$ cat config.mk
export PLATFORM = sky130hd
export DESIGN_NAME = dual_dac_regif
export DESIGN_NICKNAME = d
export VERILOG_FILES = /design/src/rtl/dacif_pkg.sv /design/src/rtl/dacif_sync.sv /design/src/rtl/dacif_rst_sync.sv /design/src/rtl/dacif_chan.sv /design/src/rtl/dual_dac_regif.sv
export SDC_FILE = /design/constraint.sdc
export NUM_CORES = 1
export LEC_CHECK = 0
export BUFFER_PORTS_ARGS = -buffer_cell sky130_fd_sc_hd__buf_2
export CAP_MARGIN = 10
export CORE_AREA = 10 10 86 88
export DETAILED_ROUTE_END_ITERATION = 10
export DIE_AREA = 0 0 96 98
export PLACE_DENSITY = 0.88
export SLEW_MARGIN = 25
export SYNTH_ARGS = -nofsm -noshare
export SYNTH_HDL_FRONTEND = slang
export SYNTH_SLANG_ARGS = --single-unit
$ cat constraint.sdc
create_clock -name clk -period 3.7 [get_ports clk]
set_clock_uncertainty 0.2 [all_clocks]
set_input_delay 0.185 -clock clk [delete_from_list [all_inputs] [get_ports clk]]
set_output_delay 0.185 -clock clk [all_outputs]
set_load 0.05 [all_outputs]
$ cat src/rtl/dacif_pkg.sv
`timescale 1ns/1ps
package dacif_pkg;
   localparam int NUM_CH = 2;
   typedef enum logic {
      CH_B = 1'b0,
      CH_A = 1'b1
   } chan_e;
endpackage

$ cat src/rtl/dacif_sync.sv
`timescale 1ns/1ps
// Multi-stage sampler for asynchronous pins, reset to a chosen idle value.
module dacif_sync #(
   parameter int          W       = 1,
   parameter int          STAGES  = 2,
   parameter logic [W-1:0] RST_VAL = '0
) (
   input  logic         clk,
   input  logic         rst_n,
   input  logic [W-1:0] d,
   output logic [W-1:0] q
);
   generate
      if (STAGES < 2) begin : g_bad_stages
         $error("dacif_sync: STAGES must be at least 2");
      end
   endgenerate

   logic [W-1:0] stage_q [STAGES];

   generate
      for (genvar s = 0; s < STAGES; s++) begin : g_stage
         always_ff @(posedge clk or negedge rst_n) begin
            if (!rst_n) begin
               stage_q[s] <= RST_VAL;
            end else if (s == 0) begin
               stage_q[s] <= d;
            end else begin
               stage_q[s] <= stage_q[(s == 0) ? 0 : s-1];
            end
         end
      end
   endgenerate

   assign q = stage_q[STAGES-1];
endmodule

$ cat src/rtl/dacif_rst_sync.sv
`timescale 1ns/1ps
// Asynchronous assert, synchronous release of the internal clear.
module dacif_rst_sync #(
   parameter int STAGES = 2
) (
   input  logic clk,
   input  logic arst_n,
   output logic rst_n_o
);
   logic [STAGES-1:0] chain_q;

   always_ff @(posedge clk or negedge arst_n) begin
      if (!arst_n) chain_q <= '0;
      else         chain_q <= {chain_q[STAGES-2:0], 1'b1};
   end

   assign rst_n_o = chain_q[STAGES-1];
endmodule

$ cat src/rtl/dacif_chan.sv
`timescale 1ns/1ps
// One channel: address-decoded input register feeding a transparent code register.
module dacif_chan
   import dacif_pkg::*;
#(
   parameter int    W  = 12,
   parameter chan_e CH = CH_A
) (
   input  logic         clk,
   input  logic         rst_n,
   input  logic         cs_n_s,
   input  logic         sel_s,
   input  logic         ld_n_s,
   input  logic [W-1:0] data_s,
   output logic [W-1:0] code
);
   logic         hit;
   logic [W-1:0] in_q, in_nxt, code_q;

   assign hit    = !cs_n_s && (sel_s == logic'(CH));
   assign in_nxt = hit ? data_s : in_q;

   always_ff @(posedge clk or negedge rst_n) begin
      if (!rst_n) begin
         in_q   <= '0;
         code_q <= '0;
      end else begin
         in_q <= in_nxt;
         if (!ld_n_s) code_q <= in_nxt;
      end
   end

   assign code = code_q;

   AST_IN_HOLD: assert property (@(posedge clk) disable iff (!rst_n)
      (cs_n_s || (sel_s != logic'(CH))) |=> $stable(in_q));
   AST_CODE_HOLD: assert property (@(posedge clk) disable iff (!rst_n)
      ld_n_s |=> $stable(code));
   AST_CODE_TRACK: assert property (@(posedge clk) disable iff (!rst_n)
      !ld_n_s |=> (code == in_q));
   AST_FLOW_THROUGH: assert property (@(posedge clk) disable iff (!rst_n)
      (!ld_n_s && !cs_n_s && (sel_s == logic'(CH))) |=> (code == $past(data_s)));
endmodule

$ cat src/rtl/dual_dac_regif.sv
`timescale 1ns/1ps
module dual_dac_regif
   import dacif_pkg::*;
#(
   parameter int W      = 12,
   parameter int STAGES = 2
) (
   input  logic         clk,
   input  logic         rst_n,
   input  logic         cs_n,
   input  logic         sel_a,
   input  logic         ld_a_n,
   input  logic         ld_b_n,
   input  logic         shdn_n,
   input  logic [W-1:0] din,
   output logic [W-1:0] code_a,
   output logic [W-1:0] code_b,
   output logic         oe_a,
   output logic         oe_b
);
   localparam int          CTL_W   = 3 + NUM_CH;
   // idle: cs_n=1, sel=0, strobes=1, shdn_n=0 (outputs off until sampled)
   localparam logic [CTL_W-1:0] CTL_IDLE = {1'b1, 1'b0, {NUM_CH{1'b1}}, 1'b0};

   generate
      if (W < 2 || W > 16) begin : g_bad_width
         $error("dual_dac_regif: W out of range 2..16");
      end
   endgenerate

   logic                rst_int_n;
   logic [CTL_W-1:0]    ctl_raw, ctl_s;
   logic [W-1:0]        data_s;
   logic                cs_n_s, sel_s, shdn_s;
   logic [NUM_CH-1:0]   ld_n_s;
   logic [W-1:0]        code_arr [NUM_CH];
   logic                oe_q;

   dacif_rst_sync #(.STAGES(STAGES)) u_rst (
      .clk(clk), .arst_n(rst_n), .rst_n_o(rst_int_n));

   assign ctl_raw = {cs_n, sel_a, ld_a_n, ld_b_n, shdn_n};

   dacif_sync #(.W(CTL_W), .STAGES(STAGES), .RST_VAL(CTL_IDLE)) u_ctl_sync (
      .clk(clk), .rst_n(rst_int_n), .d(ctl_raw), .q(ctl_s));

   dacif_sync #(.W(W), .STAGES(STAGES), .RST_VAL('0)) u_data_pipe (
      .clk(clk), .rst_n(rst_int_n), .d(din), .q(data_s));

   assign cs_n_s = ctl_s[CTL_W-1];
   assign sel_s  = ctl_s[CTL_W-2];
   assign ld_n_s = ctl_s[NUM_CH:1];   // bit 1 = channel A (CH_A), bit 0 = channel B
   assign shdn_s = ctl_s[0];

   generate
      for (genvar c = 0; c < NUM_CH; c++) begin : g_ch
         dacif_chan #(.W(W), .CH(chan_e'(c))) u_chan (
            .clk(clk), .rst_n(rst_int_n), .cs_n_s(cs_n_s), .sel_s(sel_s),
            .ld_n_s(ld_n_s[c]), .data_s(data_s), .code(code_arr[c]));
      end
   endgenerate

   always_ff @(posedge clk or negedge rst_int_n) begin
      if (!rst_int_n) oe_q <= 1'b0;
      else            oe_q <= shdn_s;
   end

   assign code_a = code_arr[CH_A];
   assign code_b = code_arr[CH_B];
   assign oe_a   = oe_q;
   assign oe_b   = oe_q;

   AST_SHDN_OFF: assert property (@(posedge clk) disable iff (!rst_int_n)
      !shdn_s |=> (!oe_a && !oe_b));
   AST_SHDN_KEEPS_LOAD: assert property (@(posedge clk) disable iff (!rst_int_n)
      (!shdn_s && !ld_n_s[CH_A] && !cs_n_s && sel_s) |=> (code_a == $past(data_s)));
   AST_CLEAR_ZERO: assert property (@(posedge clk)
      !rst_int_n |-> (code_a == '0 && code_b == '0));
endmodule

### Word-level counts from Yosys, hierarchy flattened

Index checks and enable logic that the tools add are counted.

| word-level totals | value |
|---|---|
| logic and storage cells | 16 |
| bits in registers | 85 |
| bits of input ports | 19 |
| output and inout port bits | 26 |

| operators by class | value |
|---|---|
| reductions and logical operators | 3 |
| bitwise logic cells | 1 |
| mux-type cells | 2 |

Operators by type and width:

| operator | count |
|---|---|
| 12-bit two-way mux | 2 |
| 1-bit logical AND | 2 |
| 1-bit zero test | 1 |
| 1-bit NOT | 1 |

### Longest topological paths before layout

| depth | value |
|---|---|
| word-level depth | 3 |
| mapped depth | 4 |
| mapped depth without buffers | 2 |

### Modules after synthesis

From an unflattened synthesis, not the netlist that was laid out.

| second synthesis, totals | value |
|---|---|
| cell total of the unflattened synthesis | 229 |
| area, all modules | 3,304.4 um2 |

By module, submodules not included:

| module | instances | area each (um2) | seq. area each (um2) | cells an instance |
|---|---|---|---|---|
| dacif_chan at g_ch[1].u_chan | 1 | 1,131.1 | 600.6 | 81 |
| dacif_chan at g_ch[0].u_chan | 1 | 1,101.1 | 600.6 | 92 |
| dacif_sync at u_data_pipe | 1 | 690.7 | 600.6 | 36 |
| dacif_sync at u_ctl_sync | 1 | 295.3 | 257.7 | 15 |
| dacif_rst_sync | 1 | 53.8 | 50.0 | 3 |
| dual_dac_regif | 1 | 32.5 | 25.0 | 2 |

### Least setup slack after synthesis

Ideal clock, no wire load.

| path | value |
|---|---|
| path type | reg-to-reg |
| start point | register u_ctl_sync.stage_q (netlist bit u_ctl_sync.q[4]) |
| end point | register g_ch[1].u_chan.in_q[0] |
| required time | 3.375 ns |
| cell stages (with the launch flop) | 5 |
| arrival | 1.248 ns |
| setup time | 0.125 ns |
| buffers on the path | 2 |
| slack | 2.127 ns |
| clock period less this slack | 1.573 ns |
| cells stage by stage | dfstp_2 -> nand2b_1 -> buf_2 -> buf_6 -> mux2_2 |

| on the way | value |
|---|---|
| word-level cells in the longest chain between the ends | 3 |

RTL lines:

| item | line | text |
|---|---|---|
| start: declaration | dacif_sync.sv:19 | `logic [W-1:0] stage_q [STAGES];` |
| start signal: indexed assignment | dacif_sync.sv:29 | `stage_q[s] <= stage_q[(s == 0) ? 0 : s-1];` |
| 1-bit zero test | dacif_chan.sv:20 | `assign hit = !cs_n_s && (sel_s == logic'(CH));` |
| 1-bit logical AND | dacif_chan.sv:20 |  |
| 12-bit two-way mux | dacif_chan.sv:21 | `assign in_nxt = hit ? data_s : in_q;` |
| net g_ch[1].u_chan.in_nxt[0] | dacif_chan.sv:18 | `logic [W-1:0] in_q, in_nxt, code_q;` |
| end signal: assignment | dacif_chan.sv:28 | `in_q <= in_nxt;` |
| end: declaration | dacif_chan.sv:18 |  |

The timed path passes the listed nets, and every way through them passes these cells.
A chain may end at the register's enable or synchronous reset.

### Final worst setup path

| path | value |
|---|---|
| start point | register u_ctl_sync.stage_q (netlist bit u_ctl_sync.q[4]) |
| end point | register g_ch[1].u_chan.in_q[10] |

The elaborated chain is that of the path after synthesis.

==> summary.txt <==
Synthesis
  – Synthesized instance count: about 210
  – Synth Warn #: 0
  – Register area share after synthesis: 67.9%
  – Synthesized area per cell: approximately 15 µm²
  – Post-synthesis cell type count: 19
  – Post-synth design cell area: about 3100 µm²
  – Post-Syn Nets: 231
  – #FFs+latches synth: 85

Place
  – Post-DP HPWL: around 3.5 mm
  – PortBufs: 44
  – Placed standard-cell area: about 3400 µm²
  – Final GP Congestion: 0.739

Clock tree
  – Clk sinks: 85
  – CTS HTree Levels: 3
  – Num CTS Buffers: 9
  – Reg clk slew, reported paths: 0.08 ns
  – CTS tree: built
  – Clock latency at the later pin of the worst-skew pair: between 0.3 and 0.4 ns
  – Clock buffer depth: 2
  – Clk root buf: clkbuf_8

Global routing
  – Largest net degree at the start of global routing: 84
  – Initial antenna violation count: 0
  – Global-route usage over all layers: between 10% and 20%
  – Vias in the first global route: around 1900
  – Global-route wire length before repair: ~9.0 mm
  – Grt total ovfl: 0

Timing
  – Peak Freq: 430 MHz
  – Worst Hold Slack: roughly 0.088 ns
  – Setup TNS: 0 ns
  – Period minus WS final: about 2.3 ns
  – Final setup fails: 0
  – Tcrit/Tclk final: between 60% and 70%
  – Final Hold Vio Count: 0
  – Worst Tran Pin Value: 0.975 ns
  – RSZ-0062 raised after global routing: false
  – Slew headroom: around a third
  – Slew Limit Fails: 0

Drt
  – Initial DRC count: between 100 and 150
  – Routed len/inst: between 15 and 20 µm
  – Drt first pass iters: 4
  – Post-Route WL: 5.52 mm
  – ANT nets after route: 0
  – Vias/cell: 5.23
  – Vias: 1841
  – DRC: 0

Flow run
  – Max-Cap Viols: 0

Final layout
  – Final core area utilization: about two thirds
  – Final instance area: between 3000 and 4000 µm²
  – Diodes inserted: 0
  – Most frequent cells in the layout: 78 x dfrtp_1, 44 x buf_2, 24 x mux2_2
  – Fill cells: approximately 420
  – Fraction of layout cells with a size suffix above 1: about 37%
  – Most common cell after layout, fill and taps aside: dfrtp_1
  – Final #Nets: approximately 290
  – Area growth, synth to finish: 21.5%

Floorplanning
  – IO Count: 45
  – Chip Height: roughly 98 µm
  – Die area: ~9400 µm²
  – Horiz. Die Dim: between 90 and 100 µm
  – Initial Util: a little over half
  – Num rows: 28
  – CORE AREA: approximately 5700 µm²

Critical path
  – Setup crit start: u_ctl_sync.q[4]
  – Critical path peak fanout: 26
  – Worst Setup Start Kind: register
  – R2r startpoint: u_ctl_sync.q[4]
  – Crit path arrival time: 2.35 ns
  – Critical path type: reg2reg
  – Setup crit end kind: register
  – Critical path required time: roughly 3.7 ns

Worst hold path
  – Worst Hold Class: reg2async

Outcome
  – Status: completed

Power and ir drop
  – Total power: 2.17 mW
  – PD cells: approximately 570 nW/µm²
  – VDD IR max: roughly 0.47 mV
  – Pleak: roughly 1.7 nW
synthesized netlist by cell type:
| library cell | n | area, µm² |
|---|---|---|
| mux2_2 | 24 | 270 |
| nand2_1 | 12 | 45.0 |
| or4b_1 | 8 | 80.1 |
| nor2b_1 | 12 | 75.1 |
| o311ai_0 | 12 | 105 |
| nor4bb_1 | 7 | 70.1 |
| conb_1 | 1 | 3.75 |
| clkbuf_1 | 6 | 22.5 |
| or4b_2 | 4 | 40.0 |
| nand2b_1 | 1 | 6.26 |
| dfstp_2 | 6 | 158 |
| a221o_1 | 12 | 120 |
| and4bb_2 | 5 | 62.6 |
| buf_2 | 7 | 35.0 |
| inv_1 | 12 | 45.0 |
| buf_4 | 2 | 15.0 |
| nor2_1 | 1 | 3.75 |
| dfrtp_1 | 79 | 1980 |
| buf_6 | 1 | 11.3 |
final cells by class:
class	instances	area, µm²	share of cell area [%]
sequential	85	2140	56.0
multi-input combinational	99	882	23.1
timing repair buffer	65	438	11.5
clock buffer	10	138	3.60
tap	75	93.8	2.46
clock inverter	6	86.3	2.26
inverter	12	45.0	1.18
cell families (layout without fill, tap and decap cells):
family,after synthesis,count (layout),share of synthesized area (%)
AO/OA/AOI/OAI,24,24,7.16
buffers and inverters,28,93,4.10
flip-flops,85,85,67.9
multiplexers,24,24,8.59
other,1,1,0.119
AND/OR/NAND/NOR,50,50,12.2
timing repair:
| item | 4_1_cts | 5_1_grt |
|---|---|---|
| endpoints found under the setup margin | 0 | 0 |
| setup buffers | 0 | 0 |
| hold endpoints to repair | 19 | 0 |
| resized for setup | 0 | 0 |
| hold buffers | 19 | 0 |
final timing paths:
path                       cells after the start  slack (ns)                      end
min in group clk                               0        0.15        u_data_pipe.q[10]
min reg2reg                                    0        0.09   g_ch[1].u_chan.code[4]
max in group asynchronous                      1        2.61   g_ch[0].u_chan.code[9]
max reg2reg                                    2        1.37  g_ch[1].u_chan.in_q[10]
min                                            0        0.09   g_ch[1].u_chan.code[4]
max                                            2        1.37  g_ch[1].u_chan.in_q[10]
where the power goes:
| part | leakage, nW | internal, mW | switching, mW |
|---|---|---|---|
| sequential | 1.00 | 1.03 | 0.0750 |
| clock | 0.112 | 0.397 | 0.312 |
| combinational | 0.610 | 0.129 | 0.225 |
per-layer routing:
layer	wire length, µm	vias to the layer above	global-route usage (%)
li1	-	883	-
met2	2490	44	17.3
met4	83	0	4.77
met1	2530	908	15.9
met3	416	6	5.67
met5	0	-	0
worst max-delay path: stages, from the launching register on:
cell and delay [ns]:
dfstp_2 0.77, nand2b_1 0.81, mux2_2 0.42
per-stage QoR:
step / setup slack (ns) / cells
3_3_place_gp: 1.43 / 316
2_1_floorplan: 0.968 / 212
4_1_cts: 1.37 / 351
5_1_grt: 1.25 / 352
6_report: 1.37 / 352
3_5_place_dp: 1.37 / 316
registers in the layout, indices dropped and copies added, names as in the netlist:
register             count
u_data_pipe.stage_q     12
g_ch.u_chan.code        24
oe_a                     1
u_ctl_sync.stage_q       5
u_ctl_sync.q             5
g_ch.u_chan.in_q        24
u_data_pipe.q           12
u_rst.chain_q            2
Note: power is estimated with default switching activity, not from simulation.
